$ cat src/rtl/spi_chan_pkg.sv
`timescale 1ns/1ps
package spi_chan_pkg;

  // configuration field positions (decoded by the engine)
  localparam int CFG_CPHA   = 0;
  localparam int CFG_CPOL   = 1;
  localparam int CFG_DIV_LO = 2;
  localparam int CFG_EPOL   = 6;
  localparam int CFG_WL_LO  = 7;
  localparam int CFG_MD_LO  = 12;
  localparam int CFG_NO_D0  = 16;
  localparam int CFG_NO_D1  = 17;
  localparam int CFG_IN_SEL = 18;
  localparam int CFG_FORCE  = 20;

  typedef enum logic [2:0] {
    A_CFG = 3'd0, A_STAT = 3'd1, A_EN = 3'd2, A_TXD = 3'd3,
    A_RXD = 3'd4, A_SYSCTL = 3'd5, A_SYSSTAT = 3'd6, A_NONE = 3'd7
  } reg_addr_e;

  typedef enum logic [1:0] {
    M_DUPLEX = 2'b00, M_RXONLY = 2'b01, M_TXONLY = 2'b10, M_RSVD = 2'b11
  } xfer_mode_e;

  // divider code limited to the supported range
  function automatic logic [3:0] clamp_div(input logic [3:0] code, input int unsigned lim);
    return (32'(code) > lim) ? 4'(lim) : code;
  endfunction

  // word length from the stored length-minus-one field
  function automatic logic [5:0] word_bits(input logic [4:0] wl_m1);
    logic [5:0] n;
    n = {1'b0, wl_m1} + 6'd1;
    return (n < 6'd4) ? 6'd4 : n;
  endfunction

endpackage

$ cat src/rtl/spi_chan_clkdiv.sv
`timescale 1ns/1ps
module spi_chan_clkdiv
  import spi_chan_pkg::*;
#(
  parameter int DIV_MAX = 12
) (
  input  logic       clk,
  input  logic       rst_n,
  input  logic       run,
  input  logic [3:0] code,
  output logic       tick
);
  localparam int CNT_W = DIV_MAX + 1;

  logic [CNT_W-1:0] cnt;
  logic [CNT_W-1:0] limit;

  always_comb limit = (CNT_W'(1) << clamp_div(code, DIV_MAX)) - CNT_W'(1);
  assign tick = run && (cnt == limit);

  always_ff @(posedge clk or negedge rst_n) begin
    if (!rst_n)             cnt <= '0;
    else if (!run || tick)  cnt <= '0;
    else                    cnt <= cnt + CNT_W'(1);
  end
endmodule

$ cat src/rtl/spi_chan_shift.sv
`timescale 1ns/1ps
module spi_chan_shift #(
  parameter int DATA_W = 32
) (
  input  logic                        clk,
  input  logic                        rst_n,
  input  logic                        clr,
  input  logic                        start,
  input  logic [DATA_W-1:0]           tx_word,
  input  logic [$clog2(DATA_W):0]     nbits,
  input  logic                        cpol,
  input  logic                        cpha,
  input  logic                        tick,
  input  logic                        din,
  output logic                        busy,
  output logic                        done,
  output logic [DATA_W-1:0]           rx_word,
  output logic                        sclk,
  output logic                        dout
);
  localparam int LEN_W = $clog2(DATA_W) + 1;

  logic [DATA_W-1:0] txsh, rxsh;
  logic [LEN_W-1:0]  bit_idx;
  logic              half;
  logic              last_bit;

  assign last_bit = (bit_idx == nbits - LEN_W'(1));
  assign done     = busy && tick && half && last_bit;
  assign rx_word  = rxsh;
  assign dout     = txsh[DATA_W-1];
  // first half of a bit slot sits at cpol^cpha, second half at the opposite
  assign sclk     = busy ? (cpol ^ cpha ^ half) : cpol;

  always_ff @(posedge clk or negedge rst_n) begin
    if (!rst_n) begin
      busy <= 1'b0; half <= 1'b0; bit_idx <= '0; txsh <= '0; rxsh <= '0;
    end else if (clr) begin
      busy <= 1'b0; half <= 1'b0; bit_idx <= '0; txsh <= '0; rxsh <= '0;
    end else if (start) begin
      busy    <= 1'b1;
      half    <= 1'b0;
      bit_idx <= '0;
      txsh    <= tx_word << (LEN_W'(DATA_W) - nbits);
      rxsh    <= '0;
    end else if (busy && tick) begin
      if (!half) begin
        half <= 1'b1;
        rxsh <= {rxsh[DATA_W-2:0], din};
      end else begin
        half <= 1'b0;
        if (last_bit) busy <= 1'b0;
        else begin
          bit_idx <= bit_idx + LEN_W'(1);
          txsh    <= txsh << 1;
        end
      end
    end
  end


  bit_bound_chk: assert property (@(posedge clk) disable iff (!rst_n)
    busy |-> (bit_idx < nbits));


  rx_justify_chk: assert property (@(posedge clk) disable iff (!rst_n)
    done |-> ((rx_word >> nbits) == '0));
endmodule

$ cat src/rtl/spi_chan_regs.sv
`timescale 1ns/1ps
module spi_chan_regs
  import spi_chan_pkg::*;
#(
  parameter int DATA_W     = 32,
  parameter int RST_CYCLES = 4
) (
  input  logic              clk,
  input  logic              rst_n,
  input  logic              reg_wr,
  input  logic              reg_rd,
  input  logic [2:0]        reg_addr,
  input  logic [DATA_W-1:0] reg_wdata,
  output logic [DATA_W-1:0] reg_rdata,
  input  logic              busy,
  input  logic              done,
  input  logic [DATA_W-1:0] rx_word,
  output logic [DATA_W-1:0] cfg,
  output logic [DATA_W-1:0] txd,
  output logic              start_go,
  output logic              soft_clr
);
  localparam int RC_W = $clog2(RST_CYCLES + 1);

  logic              en, txd_full, rx_run, rxs;
  logic [DATA_W-1:0] rxd;
  logic [RC_W-1:0]   rst_cnt;
  xfer_mode_e        mode;
  reg_addr_e         addr;
  logic              wr_cfg, wr_en, wr_txd, wr_sys, rd_rxd, eot;

  assign mode     = xfer_mode_e'(cfg[CFG_MD_LO+1:CFG_MD_LO]);
  assign addr     = reg_addr_e'(reg_addr);
  assign soft_clr = (rst_cnt != '0);
  assign wr_cfg   = reg_wr && !soft_clr && addr == A_CFG;
  assign wr_en    = reg_wr && !soft_clr && addr == A_EN;
  assign wr_txd   = reg_wr && !soft_clr && addr == A_TXD;
  assign wr_sys   = reg_wr && !soft_clr && addr == A_SYSCTL;
  assign rd_rxd   = reg_rd && addr == A_RXD;
  assign eot      = !busy && !txd_full;
  assign start_go = en && !busy && !soft_clr &&
                    ((mode == M_RXONLY) ? rx_run : txd_full);

  always_ff @(posedge clk or negedge rst_n) begin
    if (!rst_n) begin
      cfg <= '0; en <= 1'b0; txd <= '0; txd_full <= 1'b0; rx_run <= 1'b0;
      rxd <= '0; rxs <= 1'b0; rst_cnt <= '0;
    end else if (soft_clr) begin
      cfg <= '0; en <= 1'b0; txd <= '0; txd_full <= 1'b0; rx_run <= 1'b0;
      rxd <= '0; rxs <= 1'b0; rst_cnt <= rst_cnt - RC_W'(1);
    end else begin
      if (wr_sys && reg_wdata[0]) rst_cnt <= RC_W'(RST_CYCLES);
      if (wr_cfg && !busy && !start_go) cfg <= reg_wdata;
      if (wr_en) en <= reg_wdata[0];
      if (!en) rx_run <= 1'b0;
      if (start_go && mode != M_RXONLY) txd_full <= 1'b0;
      if (wr_txd) begin
        txd <= reg_wdata;
        if (mode == M_RXONLY) begin
          if (en) rx_run <= 1'b1;
        end else txd_full <= 1'b1;
      end
      if (done && mode != M_TXONLY) begin
        rxs <= 1'b1;
        rxd <= rx_word;
      end else if (rd_rxd) rxs <= 1'b0;
    end
  end

  always_comb begin
    case (addr)
      A_CFG:     reg_rdata = cfg;
      A_STAT:    reg_rdata = DATA_W'({eot, !txd_full, rxs});
      A_EN:      reg_rdata = DATA_W'(en);
      A_TXD:     reg_rdata = txd;
      A_RXD:     reg_rdata = rxd;
      A_SYSSTAT: reg_rdata = DATA_W'(!soft_clr);
      default:   reg_rdata = '0;
    endcase
  end


  cfg_hold_chk: assert property (@(posedge clk) disable iff (!rst_n)
    (busy && !soft_clr) |=> $stable(cfg));


  soft_clear_chk: assert property (@(posedge clk) disable iff (!rst_n)
    soft_clr |=> (cfg == '0 && !en && !txd_full && !rxs));


  rx_flag_chk: assert property (@(posedge clk) disable iff (!rst_n)
    (done && mode != M_TXONLY && !soft_clr) |=> rxs);


  tx_only_norx_chk: assert property (@(posedge clk) disable iff (!rst_n)
    (mode == M_TXONLY && !rxs && !soft_clr) |=> !rxs);
endmodule

$ cat src/rtl/spi_chan_master.sv
`timescale 1ns/1ps
module spi_chan_master
  import spi_chan_pkg::*;
#(
  parameter int DATA_W     = 32,
  parameter int RST_CYCLES = 4,
  parameter int DIV_MAX    = 12
) (
  input  logic              clk,
  input  logic              rst_n,
  input  logic              reg_wr,
  input  logic              reg_rd,
  input  logic [2:0]        reg_addr,
  input  logic [DATA_W-1:0] reg_wdata,
  output logic [DATA_W-1:0] reg_rdata,
  output logic              sclk,
  output logic              cs_out,
  output logic              d0_o,
  output logic              d0_oe,
  input  logic              d0_i,
  output logic              d1_o,
  output logic              d1_oe,
  input  logic              d1_i
);
  localparam int LEN_W = $clog2(DATA_W) + 1;

  logic [DATA_W-1:0] cfg, txd, rx_word;
  logic              start_go, soft_clr, busy, done, tick, din, dout;
  logic [LEN_W-1:0]  nbits;
  logic              cfg_unused;

  assign nbits      = LEN_W'(word_bits(cfg[CFG_WL_LO+4:CFG_WL_LO]));
  assign din        = cfg[CFG_IN_SEL] ? d1_i : d0_i;
  assign d0_o       = dout;
  assign d1_o       = dout;
  assign d0_oe      = !cfg[CFG_NO_D0];
  assign d1_oe      = !cfg[CFG_NO_D1];
  assign cs_out     = cfg[CFG_FORCE] ^ cfg[CFG_EPOL];
  assign cfg_unused = ^{cfg[DATA_W-1:CFG_FORCE+1], cfg[19], cfg[15:14]};

  spi_chan_regs #(.DATA_W(DATA_W), .RST_CYCLES(RST_CYCLES)) u_regs (
    .clk, .rst_n, .reg_wr, .reg_rd, .reg_addr, .reg_wdata, .reg_rdata,
    .busy, .done, .rx_word, .cfg, .txd, .start_go, .soft_clr
  );

  spi_chan_clkdiv #(.DIV_MAX(DIV_MAX)) u_div (
    .clk, .rst_n, .run(busy), .code(cfg[CFG_DIV_LO+3:CFG_DIV_LO]), .tick
  );

  spi_chan_shift #(.DATA_W(DATA_W)) u_shift (
    .clk, .rst_n, .clr(soft_clr), .start(start_go), .tx_word(txd), .nbits,
    .cpol(cfg[CFG_CPOL]), .cpha(cfg[CFG_CPHA]), .tick, .din,
    .busy, .done, .rx_word, .sclk, .dout
  );
endmodule

$ cat config.mk
export PLATFORM = sky130hd
export DESIGN_NAME = spi_chan_master
export DESIGN_NICKNAME = d
export VERILOG_FILES = /design/src/rtl/spi_chan_pkg.sv /design/src/rtl/spi_chan_clkdiv.sv /design/src/rtl/spi_chan_shift.sv /design/src/rtl/spi_chan_regs.sv /design/src/rtl/spi_chan_master.sv
export SDC_FILE = /design/constraint.sdc
export NUM_CORES = 1
export LEC_CHECK = 0
export BUFFER_PORTS_ARGS = -buffer_cell sky130_fd_sc_hd__buf_2
export CAP_MARGIN = 20
export CORE_UTILIZATION = 60
export DETAILED_ROUTE_END_ITERATION = 7
export GPL_ROUTABILITY_DRIVEN = 0
export GPL_TIMING_DRIVEN = 0
export PLACE_DENSITY = 0.76
export SYNTH_ARGS = -nofsm -noshare
export SYNTH_HDL_FRONTEND = slang
export SYNTH_HIERARCHICAL = 1
export SYNTH_SLANG_ARGS = --single-unit
$ cat constraint.sdc
create_clock -name clk -period 4.9 [get_ports clk]
set_input_delay 0.245 -clock clk [delete_from_list [all_inputs] [get_ports clk]]
set_output_delay 0.245 -clock clk [all_outputs]
set_load 0.1 [all_outputs]
==> impl_summary.log, run 1 <==
INFO  metric fin_crit_sh = 94.4%
INFO  metric power.static_leakage = 5.35 nW
INFO  metric cts_root_buf = sky130_fd_sc_hd__clkbuf_16
INFO  metric synth-main-ff-cell = sky130_fd_sc_hd__dfrtp_1
INFO  metric ctsLongestPathBuffers = 2
INFO  metric areaGrowthSynthToFinish = 12.3%
INFO  metric fp.dieW = 138 um
INFO  metric io-pin-count = 79
INFO  metric worst-setup-path-type = register to register
INFO  metric number_of_endpoints_failing_setup_at_the_final_stage = 0
INFO  metric fp.dieArea = 0.0189 mm2
INFO  metric crit_path_start = u_regs/cfg[7]
INFO  metric cts.sinks = 188
INFO  metric number_of_global_route_vias_before_repair = 9500
INFO  metric hold_viol_final = 0
INFO  metric clock_insertion_delay_worst_skew = around 0.45 ns
INFO  metric synth.lib_cells_used.distinct = 79
INFO  metric holdCritPathClass = input pin to register
INFO  metric result_of_the_run = completed
INFO  metric largest_cells_by_area_after_synthesis = sky130_fd_sc_hd__dfrtp_1 43%, sky130_fd_sc_hd__nand2_1 9.9%, sky130_fd_sc_hd__mux2i_1 7.5%
INFO  metric critical_path_required = 5.28 ns
INFO  metric post_synthesis_sequential_area_ratio = 42.6%
INFO  metric post_synth_most_frequent_cells = 290 x sky130_fd_sc_hd__nand2_1, 188 x sky130_fd_sc_hd__dfrtp_1, 96 x sky130_fd_sc_hd__a21oi_1
INFO  metric synth_area = 0.0110 mm2
INFO  metric fmaxAchievable = 216 MHz
INFO  metric worst-path-max-fanout = 10
INFO  metric asyncSetResetFlopFracSynth = 100%
INFO  metric num_rows = 49
INFO  metric syn_nets = approximately 1300
INFO  metric layout.filler_cells = 1498
INFO  metric endpoint = u_regs/rxd[29]
INFO  metric tightest_slew = 0.937 ns
INFO  metric count_of_flip_flops_with_a_built_in_enable_after_synthesis = 0
INFO  metric drc_errors = 0
INFO  metric final_max_slew_viol_count = 0
INFO  metric ys.warnings.count = 6
INFO  metric slew_headroom = 37.6%
INFO  metric antenna_left = 0
INFO  metric vias = 10100
INFO  metric pwr_total = 7.05 mW
INFO  metric clock_tree_from_tritoncts = yes
INFO  metric design_area = approximately 0.012 mm2
INFO  metric rsz_0062_raised_after_global_routing = false
INFO  metric syn_inst = 1227
INFO  metric irDropWorstVdd = roughly 0.44 mV
INFO  metric r2r-start = u_regs/cfg[7]
INFO  metric wl_per_instance = 20.3 um
INFO  metric dr.first_iter.drc_count = 1168
INFO  metric power_density = 569 mW/mm2
INFO  metric worst_hold_slack = approximately 0.036 ns
INFO  metric drv_cap = 0
INFO  metric post_dp_cell_area = 0.0118 mm2
INFO  metric grt_util_all_layers = a little over a third
INFO  metric detail_route.first_pass.iterations = 7
INFO  metric detail_route.vias_per_cell = 6.43
INFO  metric grt.overflow.total = 0
INFO  metric worst_r2r_endpoint = u_regs/rxd[29]
INFO  metric design.final.nets = 1373
INFO  metric synthDominantCellAreaShare = 42.6%
INFO  metric fin_setup_tns = 0 ns
INFO  metric chipHeight = 138 um
INFO  metric synth_top_area_cell = sky130_fd_sc_hd__dfrtp_1
INFO  metric post-synth-top-count-cell = sky130_fd_sc_hd__nand2_1
INFO  metric htree_levels = 4
INFO  metric finClkSkew = 0.0193 ns
INFO  metric cts_made_buffers = 17
INFO  metric antenna_found_initial = 1
INFO  metric worst-r2r-setup-slack = between 0.2 and 0.3 ns
INFO  metric area_of_the_core = roughly 0.018 mm2
INFO  metric grt_pass1_wl = 50500 um
INFO  metric finalWirelength = 31900 um
INFO  metric port_buffers = 78
INFO  metric syn-mean-instance-area = ~9 um2
INFO  metric drive_gt1_share = around 15%
INFO  metric starting_density = 61.3%
INFO  metric critical_path.endpoint_type = register
INFO  metric setup.worst_path.start_class = register
INFO  metric path_depth_of_the_worst_reg2reg_path = 18
INFO  metric grt_start_max_net_pins = 101
INFO  metric post-route-min-period = 4.63 ns
INFO  metric cp.arrival = 5.00 ns
INFO  metric yosys_register_bits = between 150 and 200
INFO  metric detailed_place_hpwl = 23200 um
INFO  metric clk_transition_reported_paths = 0.08 ns
logic make-up (layout without fill, tap and decap cells):
group | count (synthesis) | in the layout | synth area share (%)
AND/OR/NAND/NOR | 471 | 471 | 18.9
adder cells (fa/ha/maj) | 5 | 5 | 0.567
other | 0 | 1 | 0
AO/OA/AOI/OAI | 292 | 292 | 17.5
buffers and inverters | 119 | 232 | 4.95
multiplexers | 119 | 119 | 12.5
XOR/XNOR | 33 | 33 | 2.93
flip-flops | 188 | 188 | 42.6
area by class of cell:
| type | count | area [um2] | area share [%] |
|---|---|---|---|
| Multi-Input combinational cell | 920 | 5810 | 46.9 |
| Sequential cell | 188 | 4700 | 37.9 |
| Buffer | 104 | 498 | 4.01 |
| Timing Repair Buffer | 81 | 445 | 3.59 |
| Clock buffer | 17 | 425 | 3.43 |
| Tap cell | 229 | 287 | 2.31 |
| Clock inverter | 15 | 171 | 1.38 |
| Inverter | 15 | 56.3 | 0.454 |
| Antenna cell | 1 | 2.50 | 0.0202 |
stage by stage:
step / setup slack, ns / util [%] / cells
6_report: 0.273 / 68.8 / 1570
5_1_grt: 0.000307 / 68.8 / 1569
4_1_cts: 0.129 / 68.7 / 1568
3_5_place_dp: 0.0130 / 65.2 / 1535
3_3_place_gp: 0.0313 / 65.0 / 1534
2_1_floorplan: 0.917 / - / 1227
flip-flops by register name, indices dropped and copies added, names as in the netlist:
name and cells:
u_div/cnt 13, u_regs/cfg 32, u_regs/en 1, u_regs/rst_cnt 3
u_regs/rx_run 1, u_regs/rxd 32, u_regs/rxs 1, u_regs/txd 32
u_regs/txd_full 1, u_shift/bit_idx 6, u_shift/busy 1, u_shift/half 1
u_shift/rx_word 32, u_shift/txsh 32
power by group:
part / switching [mW] / internal [mW] / total, mW
Clock: 0.708 / 0.690 / 1.40
Sequential: 0.256 / 1.81 / 2.07
Combinational: 2.33 / 1.25 / 3.58
layer usage:
layer	GRT usage [%]	wire, um	share of wire, %	vias to the layer above
met5	0	0	0	-
met4	14.3	1270	4.0	0
met3	6.59	2610	8.2	105
met2	55.6	14800	47	546
met1	48.0	13100	41	4890
li1	-	-	-	4547
worst max-delay path: stages, from the launching register on:
cell and delay [ns]:
sky130_fd_sc_hd__dfrtp_1 0.50, sky130_fd_sc_hd__ha_1 0.32, sky130_fd_sc_hd__xnor2_1 0.14, sky130_fd_sc_hd__a21oi_1 0.08, sky130_fd_sc_hd__clkbuf_2 0.15, sky130_fd_sc_hd__buf_2 0.21, sky130_fd_sc_hd__clkbuf_4 0.24, sky130_fd_sc_hd__clkbuf_4 0.24
sky130_fd_sc_hd__inv_1 0.08, sky130_fd_sc_hd__ha_1 0.32, sky130_fd_sc_hd__nor3b_1 0.43, sky130_fd_sc_hd__xnor3_1 0.19, sky130_fd_sc_hd__and4bb_2 0.29, sky130_fd_sc_hd__nand2_1 0.14, sky130_fd_sc_hd__nor2_1 0.29, sky130_fd_sc_hd__and3_1 0.20
sky130_fd_sc_hd__clkbuf_1 0.26, sky130_fd_sc_hd__buf_2 0.31, sky130_fd_sc_hd__a22o_1 0.16
cells in the final DEF (no fill, tap or decap), types with 15 or more instances in the layout:
cell type and n:
sky130_fd_sc_hd__clkbuf_16 17, sky130_fd_sc_hd__a22o_1 32, sky130_fd_sc_hd__a21oi_1 96, sky130_fd_sc_hd__xnor2_1 19, sky130_fd_sc_hd__o21ai_1 29, sky130_fd_sc_hd__mux2i_1 82
sky130_fd_sc_hd__dfrtp_1 188, sky130_fd_sc_hd__buf_2 104, sky130_fd_sc_hd__a31oi_1 15, sky130_fd_sc_hd__clkbuf_1 61, sky130_fd_sc_hd__mux2_2 23, sky130_fd_sc_hd__nand2_1 290
sky130_fd_sc_hd__nor2_1 73, sky130_fd_sc_hd__nand3_1 26, sky130_fd_sc_hd__a22oi_1 44
how the worst min path moves through the flow:
stage | start | endpoint | slack, ns | depth (start not counted)
detailed placement | rst_n | u_div/cnt[4] | 0.30 | 1
global route | reg_wdata[25] | u_regs/txd[25] | 0.03 | 3
floorplan | rst_n | u_div/cnt[0] | -0.05 | 0
finish | reg_wdata[21] | u_regs/txd[21] | 0.04 | 3
global placement | u_shift/rx_word[31] | u_regs/rxd[31] | 0.48 | 1
CTS | reg_wdata[30] | u_regs/txd[30] | 0.03 | 3
what timing repair did:
item,in CTS,in global routing
endpoints found under the setup margin,4,51
pin swaps,0,1
gates resized for setup,2,6
gates cloned,0,0
hold buffers,1,0
hold endpoints to repair,88,0
buffers inserted,0,1
Note: power is estimated with default switching activity, not from simulation.
==> run 2: changes to the inputs <==
--- a/config.mk
+++ b/config.mk
@@ -5,6 +5,7 @@
 export SDC_FILE = /design/constraint.sdc
 export NUM_CORES = 1
 export LEC_CHECK = 0
+export ABC_AREA = 1
 export BUFFER_PORTS_ARGS = -buffer_cell sky130_fd_sc_hd__buf_2
 export CAP_MARGIN = 20
 export CORE_UTILIZATION = 60
==> run 2 against run 1 <==
Against the previous run:
- the run now ends with DRC left
- cell count up 22%
- routed wire length increased by 5.2%
- clock-buffer cell count stayed put
- clock power is essentially flat
- critical path depth rose by 6
- clock skew shrank 0.0049 ns
- register-to-register slack improved by 0.28 ns
- cell area increased by 1.6%
- total power fell by 2.2%
- largest cell class unchanged
- highest routed layer unchanged
==> impl_summary.log, run 2 <==
INFO  metric synth_compound_gate_area_share = 6.13% (-11 points)
INFO  metric areaGrowthSynthToFinish = 11.8%
INFO  metric holdCritPathClass = input pin to register
INFO  metric combinational_family_with_the_most_area_after_synthesis = simple AND/OR/NAND/NOR gates
INFO  metric clock_power_share = 20.5% (+0.7 points)
INFO  metric largest_cells_by_area_after_synthesis = sky130_fd_sc_hd__dfrtp_1 42%, sky130_fd_sc_hd__nand2_1 17%, sky130_fd_sc_hd__nand3_1 17%
INFO  metric starting_density = 61.9% (+0.62 points)
INFO  metric rsz_0062_raised_after_global_routing = false
INFO  metric layout.filler_cells = 1561 (+4.2%)
INFO  metric detailedPlace.worstSlack = 0.782 ns (+0.769 ns)
INFO  metric grt_start_max_net_pins = 117 (+16%)
INFO  metric post_dp_cell_area = 0.0120 mm2 (+1.9%)
INFO  metric synth_top_area_cell = sky130_fd_sc_hd__dfrtp_1
INFO  metric power.static_leakage = 6.37 nW (+19%)
INFO  metric tightest_slew = 0.762 ns (-0.174 ns)
INFO  metric number_of_global_route_vias_before_repair = 10500 (+10%)
INFO  metric violated_checks = DRC
INFO  metric chipHeight = 139 um (+1.0%)
INFO  metric finClkSkew = 0.0144 ns (-0.00487 ns)
INFO  metric synth.area.mux_share = 0.0999% (-12 points)
INFO  metric vias = 11400 (+13%)
INFO  metric cts_root_buf = sky130_fd_sc_hd__clkbuf_16
INFO  metric pwr_total = 6.90 mW (-2.2%)
INFO  metric detail_route.first_pass.iterations = 8 (+1)
INFO  metric yosys_register_bits = 188 (unchanged)
INFO  metric worst-path-max-fanout = 10 (unchanged)
INFO  metric sequential_cell_area = 0.00470 mm2 (unchanged)
INFO  metric ys.warnings.count = 6 (unchanged)
INFO  metric finalWirelength = 33500 um (+5.2%)
INFO  metric antennaDiodeCount = 0 (-1)
INFO  metric power_density = 547 mW/mm2 (-3.7%)
INFO  metric post_synth_and_or_nand_nor_area_fraction = 40.5% (+22 points)
INFO  metric antenna_left = 0 (unchanged)
INFO  metric drc_errors = 3 (+3)
INFO  metric critical_path_required = 5.29 ns (about the same)
INFO  metric syn_inst = 1577 (+29%)
INFO  metric setup.worst_path.start_class = register
INFO  metric critical_path.endpoint_type = register
INFO  metric port_buffers = 78 (unchanged)
INFO  metric synthDominantCellAreaShare = 41.8% (-0.85 points)
INFO  metric area_of_the_core = 0.0182 mm2 (+1.0%)
INFO  metric r2r-start = u_regs/cfg[7]
INFO  metric post-synth-top-count-cell = sky130_fd_sc_hd__nand2_1
INFO  metric num_rows = 49 (unchanged)
INFO  metric fmaxAchievable = 230 MHz (+6.4%)
INFO  metric drive_gt1_share = 13.6% (-1.7 points)
INFO  metric most_common_cell_after_layout_fill_and_taps_aside = sky130_fd_sc_hd__nand2_1
INFO  metric clock_tree_from_tritoncts = yes
INFO  metric fp.dieArea = 0.0193 mm2 (+2.0%)
INFO  metric net-switching-power = 3.50 mW (+6.1%)
INFO  metric area_used_by_multi_input_combinational_logic = 0.00549 mm2 (-5.6%)
INFO  metric synth.lib_cells_used.distinct = 34 (-57%)
INFO  metric setup_ws = 0.551 ns (+0.278 ns)
INFO  metric synthAdderAreaFrac = 0.555% (-0.011 points)
INFO  metric post_synthesis_sequential_area_ratio = 41.8% (-0.85 points)
INFO  metric most_frequent_cells_in_the_layout = 506 x sky130_fd_sc_hd__nand2_1, 378 x sky130_fd_sc_hd__nand3_1, 188 x sky130_fd_sc_hd__dfrtp_1
INFO  metric syn-mean-instance-area = 7.14 um2 (-21%)
INFO  metric startpoint_of_the_most_critical_hold_path = reg_wdata[16]
INFO  metric crit_path_start = u_regs/cfg[7]
INFO  metric wl_per_instance = 17.5 um (-14%)
INFO  metric hold_viol_final = 0 (unchanged)
INFO  metric antenna_found_initial = 0 (-1)
INFO  metric fp.dieW = 139 um (+1.0%)
INFO  metric design_area = 0.0126 mm2 (+1.6%)
INFO  metric ctsLongestPathBuffers = 2 (unchanged)
INFO  metric cts.sinks = 188 (unchanged)
INFO  metric syn_nets = 1623 (+27%)
INFO  metric dr.first_iter.drc_count = 1238 (+6.0%)
INFO  metric io-pin-count = 79 (unchanged)
INFO  metric count_of_instances_resized_after_the_clock_tree_is_built = 0 (-2)
INFO  metric fin_crit_sh = 88.8% (-5.7 points)
INFO  metric drv_cap = 0 (unchanged)
INFO  metric clock_insertion_delay_worst_skew = 0.45 ns (about the same)
INFO  metric post-route-min-period = 4.35 ns (-0.278 ns)
INFO  metric fin_setup_tns = 0 ns (unchanged)
INFO  metric design.final.nets = 1722 (+25%)
INFO  metric irDropWorstVdd = 0.356 mV (-20%)
INFO  metric detail_route.vias_per_cell = 5.96 (-7.3%)
INFO  metric power.share.switching = 50.7% (+4.0 points)
INFO  metric asyncSetResetFlopFracSynth = 100% (unchanged)
INFO  metric cp.arrival = 4.74 ns (-0.26 ns)
INFO  metric worst-setup-path-type = register to register
INFO  metric grt.overflow.total = 0 (unchanged)
INFO  metric htree_levels = 4 (unchanged)
INFO  metric count_of_flip_flops_with_a_built_in_enable_after_synthesis = 0 (unchanged)
INFO  metric synth-main-ff-cell = sky130_fd_sc_hd__dfrtp_1
INFO  metric grt_pass1_wl = 54200 um (+7.2%)
INFO  metric final_max_slew_viol_count = 0 (unchanged)
INFO  metric combPwrFrac = 51.4% (+0.6 points)
INFO  metric detailed_place_hpwl = 24700 um (+6.5%)
INFO  metric number_of_endpoints_failing_setup_at_the_final_stage = 0 (unchanged)
INFO  metric internal_power = 3.40 mW (-9.5%)
INFO  metric grt_util_all_layers = 35.7% (+0.40 points)
INFO  metric pwr-share-seq = 28.1% (-1.3 points)
INFO  metric synth-xor-area-share = 1.48% (-1.5 points)
INFO  metric post_synth_most_frequent_cells = 506 x sky130_fd_sc_hd__nand2_1, 378 x sky130_fd_sc_hd__nand3_1, 188 x sky130_fd_sc_hd__dfrtp_1
INFO  metric synth_area = 0.0113 mm2 (+2.0%)
INFO  metric cts_made_buffers = 17 (unchanged)
INFO  metric slew_headroom = 49.2% (+12 points)
INFO  metric clk_transition_reported_paths = 0.08 ns (about the same)
INFO  metric result_of_the_run = finished with violations
## run 2: cell count changes after synthesis, moves of 32 or more
cell                       change
sky130_fd_sc_hd__clkbuf_1     -35
sky130_fd_sc_hd__a22oi_1      -44
sky130_fd_sc_hd__a21oi_1      -86
sky130_fd_sc_hd__o22ai_1      +32
sky130_fd_sc_hd__inv_1       +110
sky130_fd_sc_hd__mux2i_1      -83
sky130_fd_sc_hd__a22o_1       -32
sky130_fd_sc_hd__nand3_1     +352
sky130_fd_sc_hd__nand2_1     +216
## run 2: critical path, stage by stage (launching register included)
cell and delay [ns]:
sky130_fd_sc_hd__dfrtp_1 0.47, sky130_fd_sc_hd__ha_1 0.27, sky130_fd_sc_hd__nand3_1 0.12, sky130_fd_sc_hd__nand2_1 0.09, sky130_fd_sc_hd__nand3_1 0.07, sky130_fd_sc_hd__nor2_1 0.15
sky130_fd_sc_hd__nor2_1 0.07, sky130_fd_sc_hd__buf_6 0.15, sky130_fd_sc_hd__inv_2 0.06, sky130_fd_sc_hd__buf_6 0.12, sky130_fd_sc_hd__buf_2 0.28, sky130_fd_sc_hd__ha_1 0.29
sky130_fd_sc_hd__inv_2 0.04, sky130_fd_sc_hd__nand2_1 0.06, sky130_fd_sc_hd__nand2_2 0.13, sky130_fd_sc_hd__xnor2_1 0.16, sky130_fd_sc_hd__nand3_1 0.13, sky130_fd_sc_hd__inv_1 0.07
sky130_fd_sc_hd__nand3_1 0.12, sky130_fd_sc_hd__inv_1 0.15, sky130_fd_sc_hd__nand2_1 0.19, sky130_fd_sc_hd__nand2_2 0.23, sky130_fd_sc_hd__clkbuf_1 0.52, sky130_fd_sc_hd__nand3_1 0.20
sky130_fd_sc_hd__nand2_1 0.11
## run 2: logic make-up (layout without fill, tap and decap cells)
family / count (synthesis) / after routing
DFF: 188 / 188
adders and majority gates: 5 / 5
buffers and inverters: 235 / 347
muxes: 1 / 1
xor gates and xnor gates: 19 / 19
and+or+nand+nor: 1016 / 1016
AOI/OAI and AO/OA: 113 / 113
## run 2: timing repair
item / 4_1_cts / 5_1_grt
endpoints found under the setup margin: 0 / 0
hold buffers: 1 / 0
buffers inserted: 0 / 0
hold endpoints to repair: 72 / 0
## run 2: final cells by class
class	count	share of cell area, %
multi-input cells	1154	43.6
flip-flops and latches	188	37.3
plain buffers	104	4.57
inverters	131	3.94
repair buffers	80	3.48
clock buffers	17	3.38
well taps	229	2.27
clock inverters	15	1.46
## run 2: path summary, 6_finish.rpt
kind | end | slack (ns) | depth (start not counted)
max reg2reg | u_regs/rxd[1] | 0.55 | 24
max | u_regs/rxd[1] | 0.55 | 24
min | u_regs/txd[16] | 0.06 | 3
min in group asynchronous | u_div/cnt[3] | 0.34 | 2
max in group asynchronous | u_regs/txd[23] | 3.56 | 3
min reg2reg | u_regs/rst_cnt[1] | 0.49 | 2
## run 2: metrics by stage
step           hold WS (ns)  instances  utilization, %
6_report             0.0587       1918            69.2
5_1_grt              0.0503       1918            69.2
4_1_cts              0.0421       1918            69.2
3_5_place_dp          0.248       1885            65.8
3_3_place_gp          0.470       1884            65.6
2_1_floorplan       -0.0506       1577               -
## run 2: routing by layer
layer	track usage, %	up-vias	wire length (um)
li1	-	5412	-
met1	48.3	5284	13800
met2	57.2	638	15400
met3	5.49	95	3020
met4	15.6	0	1290
met5	0	-	0
## run 2: power groups by stage
stage               sequential, mW  clock [mW]  combinational (mW)
floorplan                     1.90           0                2.58
global placement              1.96           0                3.38
detailed placement            1.96           0                3.41
CTS                           1.93        1.43                3.44
global route                  1.97        1.48                3.87
finish                        1.94        1.41                3.54
==> run 3: changes to the inputs <==
--- a/config.mk
+++ b/config.mk
@@ -8,11 +8,14 @@
 export ABC_AREA = 1
 export BUFFER_PORTS_ARGS = -buffer_cell sky130_fd_sc_hd__buf_2
 export CAP_MARGIN = 20
-export CORE_UTILIZATION = 60
+export CELL_PAD_IN_SITES_DETAIL_PLACEMENT = 0
+export CELL_PAD_IN_SITES_GLOBAL_PLACEMENT = 1
+export CORE_ASPECT_RATIO = 0.5
+export CORE_UTILIZATION = 45
 export DETAILED_ROUTE_END_ITERATION = 7
 export GPL_ROUTABILITY_DRIVEN = 0
 export GPL_TIMING_DRIVEN = 0
-export PLACE_DENSITY = 0.76
+export PLACE_DENSITY = 0.78
 export SYNTH_ARGS = -nofsm -noshare
 export SYNTH_HDL_FRONTEND = slang
 export SYNTH_HIERARCHICAL = 1
==> run 3 against run 2 <==
Against the previous run:
- clock power about the same
- first-iteration DRC count down 17%
- sequential share of layout area down 0.34 points
- the flow now finishes without violations
- die area up 33%
- cell area up 0.92%
==> impl_summary.log, run 3 (same netlist as run 2, synthesis figures left out) <==
INFO  metric power_density = 544 mW/mm2 (-0.64%)
INFO  metric power.static_leakage = 6.36 nW (-0.14%)
INFO  metric number_of_global_route_vias_before_repair = 10300 (-1.3%)
INFO  metric finalWirelength = 36200 um (+7.9%)
INFO  metric detail_route.first_pass.iterations = 5 (-3)
INFO  metric io-pin-count = 79 (unchanged)
INFO  metric finalNonFillerCells = 2024 (+5.5%)
INFO  metric tightest_slew = 0.690 ns (-0.0726 ns)
INFO  metric cts-hold-fix-buffers = 1 (unchanged)
INFO  metric fmaxAchievable = 244 MHz (+6.1%)
INFO  metric fin_crit_sh = 83.7% (-5.1 points)
INFO  metric post_dp_cell_area = 0.0121 mm2 (+1.1%)
INFO  metric holdCritPathClass = input pin to register
INFO  metric design_area = 0.0127 mm2 (+0.92%)
INFO  metric fp.dieArea = 0.0257 mm2 (+33%)
INFO  metric critical_path.max_stage_delay = 0.46 ns (-0.06 ns)
INFO  metric most_common_cell_after_layout_fill_and_taps_aside = sky130_fd_sc_hd__nand2_1
INFO  metric critical_path_required = 5.21 ns (-0.08 ns)
INFO  metric critical_path.endpoint_type = register
INFO  metric detailed_place_hpwl = 27900 um (+13%)
INFO  metric clk_transition_reported_paths = 0.08 ns (about the same)
INFO  metric worst-setup-path-type = register to register
INFO  metric htree_levels = 4 (unchanged)
INFO  metric wl_per_instance = 17.9 um (+2.2%)
INFO  metric dr.first_iter.drc_count = 1032 (-17%)
INFO  metric result_of_the_run = completed
INFO  metric detail_route.vias_per_cell = 5.53 (-7.3%)
INFO  metric final_max_slew_viol_count = 0 (unchanged)
INFO  metric chipHeight = 114 um (-18%)
INFO  metric post-route-min-period = 4.10 ns (-0.249 ns)
INFO  metric cts_setup_buffers = 0 (unchanged)
INFO  metric slew_headroom = 53.7% (+4.5 points)
INFO  metric layout.filler_cells = 2431 (+56%)
INFO  metric cp.arrival = 4.41 ns (-0.33 ns)
INFO  metric drv_cap = 0 (unchanged)
INFO  metric port_buffers = 78 (unchanged)
INFO  metric antennaDiodeCount = 0 (unchanged)
INFO  metric cts_root_buf = sky130_fd_sc_hd__clkbuf_16
INFO  metric finClkSkew = 0.0157 ns (+0.00129 ns)
INFO  metric areaGrowthSynthToFinish = 12.9%
INFO  metric fp.dieW = 226 um (+62%)
INFO  metric dp_cells = 1992 (+5.7%)
INFO  metric timing.critical_path.cells = ha_1 > inv_1 > nand2_1 > nand2_1 > nand3_1 > nor2_1 > nor2_1 > buf_6 > inv_2 > buf_6 > buf_2 > ha_1 > inv_2 > nand2_1 > nand2_2 > xnor2_1 > nand3_1 > inv_1 > nand3_1 > inv_1 > nand2_1 > nand2_2 > clkbuf_1 > o21ai_0
INFO  metric pwr_total = 6.91 mW (+0.27%)
INFO  metric design.final.nets = 1722 (unchanged)
INFO  metric most_frequent_cells_in_the_layout = 506 x sky130_fd_sc_hd__nand2_1, 378 x sky130_fd_sc_hd__nand3_1, 188 x sky130_fd_sc_hd__dfrtp_1
INFO  metric count_of_instances_resized_after_the_clock_tree_is_built = 0 (unchanged)
INFO  metric vias = 11200 (-2.1%)
INFO  metric worst_path_max_delay_cell = sky130_fd_sc_hd__dfrtp_1
INFO  metric grt.overflow.total = 0 (unchanged)
INFO  metric cts_made_buffers = 17 (unchanged)
INFO  metric drc_errors = 0 (-3)
INFO  metric setup.worst_path.start_class = register
INFO  metric ctsLongestPathBuffers = 2 (unchanged)
INFO  metric cpMostUsedCell = sky130_fd_sc_hd__nand2_1
INFO  metric worst-path-max-fanout = 10 (unchanged)
INFO  metric clock_insertion_delay_worst_skew = 0.45 ns (about the same)
INFO  metric num_rows = 40 (-18%)
INFO  metric clock_tree_from_tritoncts = yes
INFO  metric grt_start_max_net_pins = 118 (+0.85%)
INFO  metric grt_util_all_layers = 29.1% (-6.6 points)
INFO  metric drive_gt1_share = 13.5% (-0.051 points)
INFO  metric worst_hold_slack = 0.0529 ns (-0.00577 ns)
INFO  metric fin_setup_tns = 0 ns (unchanged)
INFO  metric antenna_found_initial = 0 (unchanged)
INFO  metric starting_density = 46.4% (-15 points)
INFO  metric hold_viol_final = 0 (unchanged)
INFO  metric cts.sinks = 188 (unchanged)
INFO  metric rsz_0062_raised_after_global_routing = false
INFO  metric number_of_endpoints_failing_setup_at_the_final_stage = 0 (unchanged)
INFO  metric antenna_left = 0 (unchanged)
INFO  metric irDropWorstVdd = 0.302 mV (-15%)
INFO  metric grt_pass1_wl = 57000 um (+5.3%)
INFO  metric area_of_the_core = 0.0243 mm2 (+33%)
==> run 3: changes by cell type in the layout (fill, tap and decap cells not counted), sizes merged <==
cell | previous run | this run
bufinv | 0 | 1
clkbuf | 44 | 45
clkinv | 6 | 3
clkinvlp | 1 | 2
inv | 139 | 138
==> run 3: path summary, 6_finish.rpt <==
kind,from,end,slack (ns),cells after the start
min in group asynchronous,rst_n,u_div/cnt[2],0.36,2
max,u_regs/cfg[7],u_regs/rxd[24],0.80,24
min reg2reg,u_regs/rst_cnt[2],u_regs/rst_cnt[1],0.49,2
min,reg_wdata[23],u_regs/txd[23],0.05,3
max in group asynchronous,rst_n,u_regs/rxd[21],3.56,3
max reg2reg,u_regs/cfg[7],u_regs/rxd[24],0.80,24
==> run 3: power breakdown <==
| group | internal [mW] | switching (mW) | total (mW) |
|---|---|---|---|
| Sequential | 1.73 | 0.224 | 1.96 |
| Combinational | 0.967 | 2.58 | 3.54 |
| Clock | 0.736 | 0.677 | 1.41 |
| Total | 3.44 | 3.48 | 6.91 |
==> run 3: final cells by class <==
cell class | count | area, um2 | area share, %
flip-flops and latches | 188 | 4700 | 37.0
repair buffers | 80 | 438 | 3.44
well taps | 336 | 420 | 3.31
clock buffers | 18 | 439 | 3.45
clock inverters | 13 | 153 | 1.20
multi-input cells | 1154 | 5490 | 43.2
plain buffers | 104 | 576 | 4.53
inverters | 131 | 497 | 3.91
==> run 3: worst max-delay path, delay by kind of cell, from the launching register on <==
family | cells | cell delay (ns)
AOI/OAI and AO/OA | 1 | 0.18
xor gates and xnor gates | 1 | 0.16
adders and majority gates | 2 | 0.59
buffers and inverters | 9 | 1.39
DFF | 1 | 0.46
and+or+nand+nor | 11 | 1.18
==> run 3: metrics by stage <==
stage	setup slack, ns	util [%]
6_report	0.800	52.4
5_1_grt	0.471	52.4
4_1_cts	0.851	52.4
3_5_place_dp	0.882	49.9
3_3_place_gp	0.460	49.8
2_1_floorplan	1.80	-
==> run 3: metal layers <==
metal / part of all wire (%) / track usage [%]
met1: 49 / 43.5
met2: 42 / 42.8
met3: 7.1 / 4.92
met4: 1.8 / 8.98
met5: 0 / 0
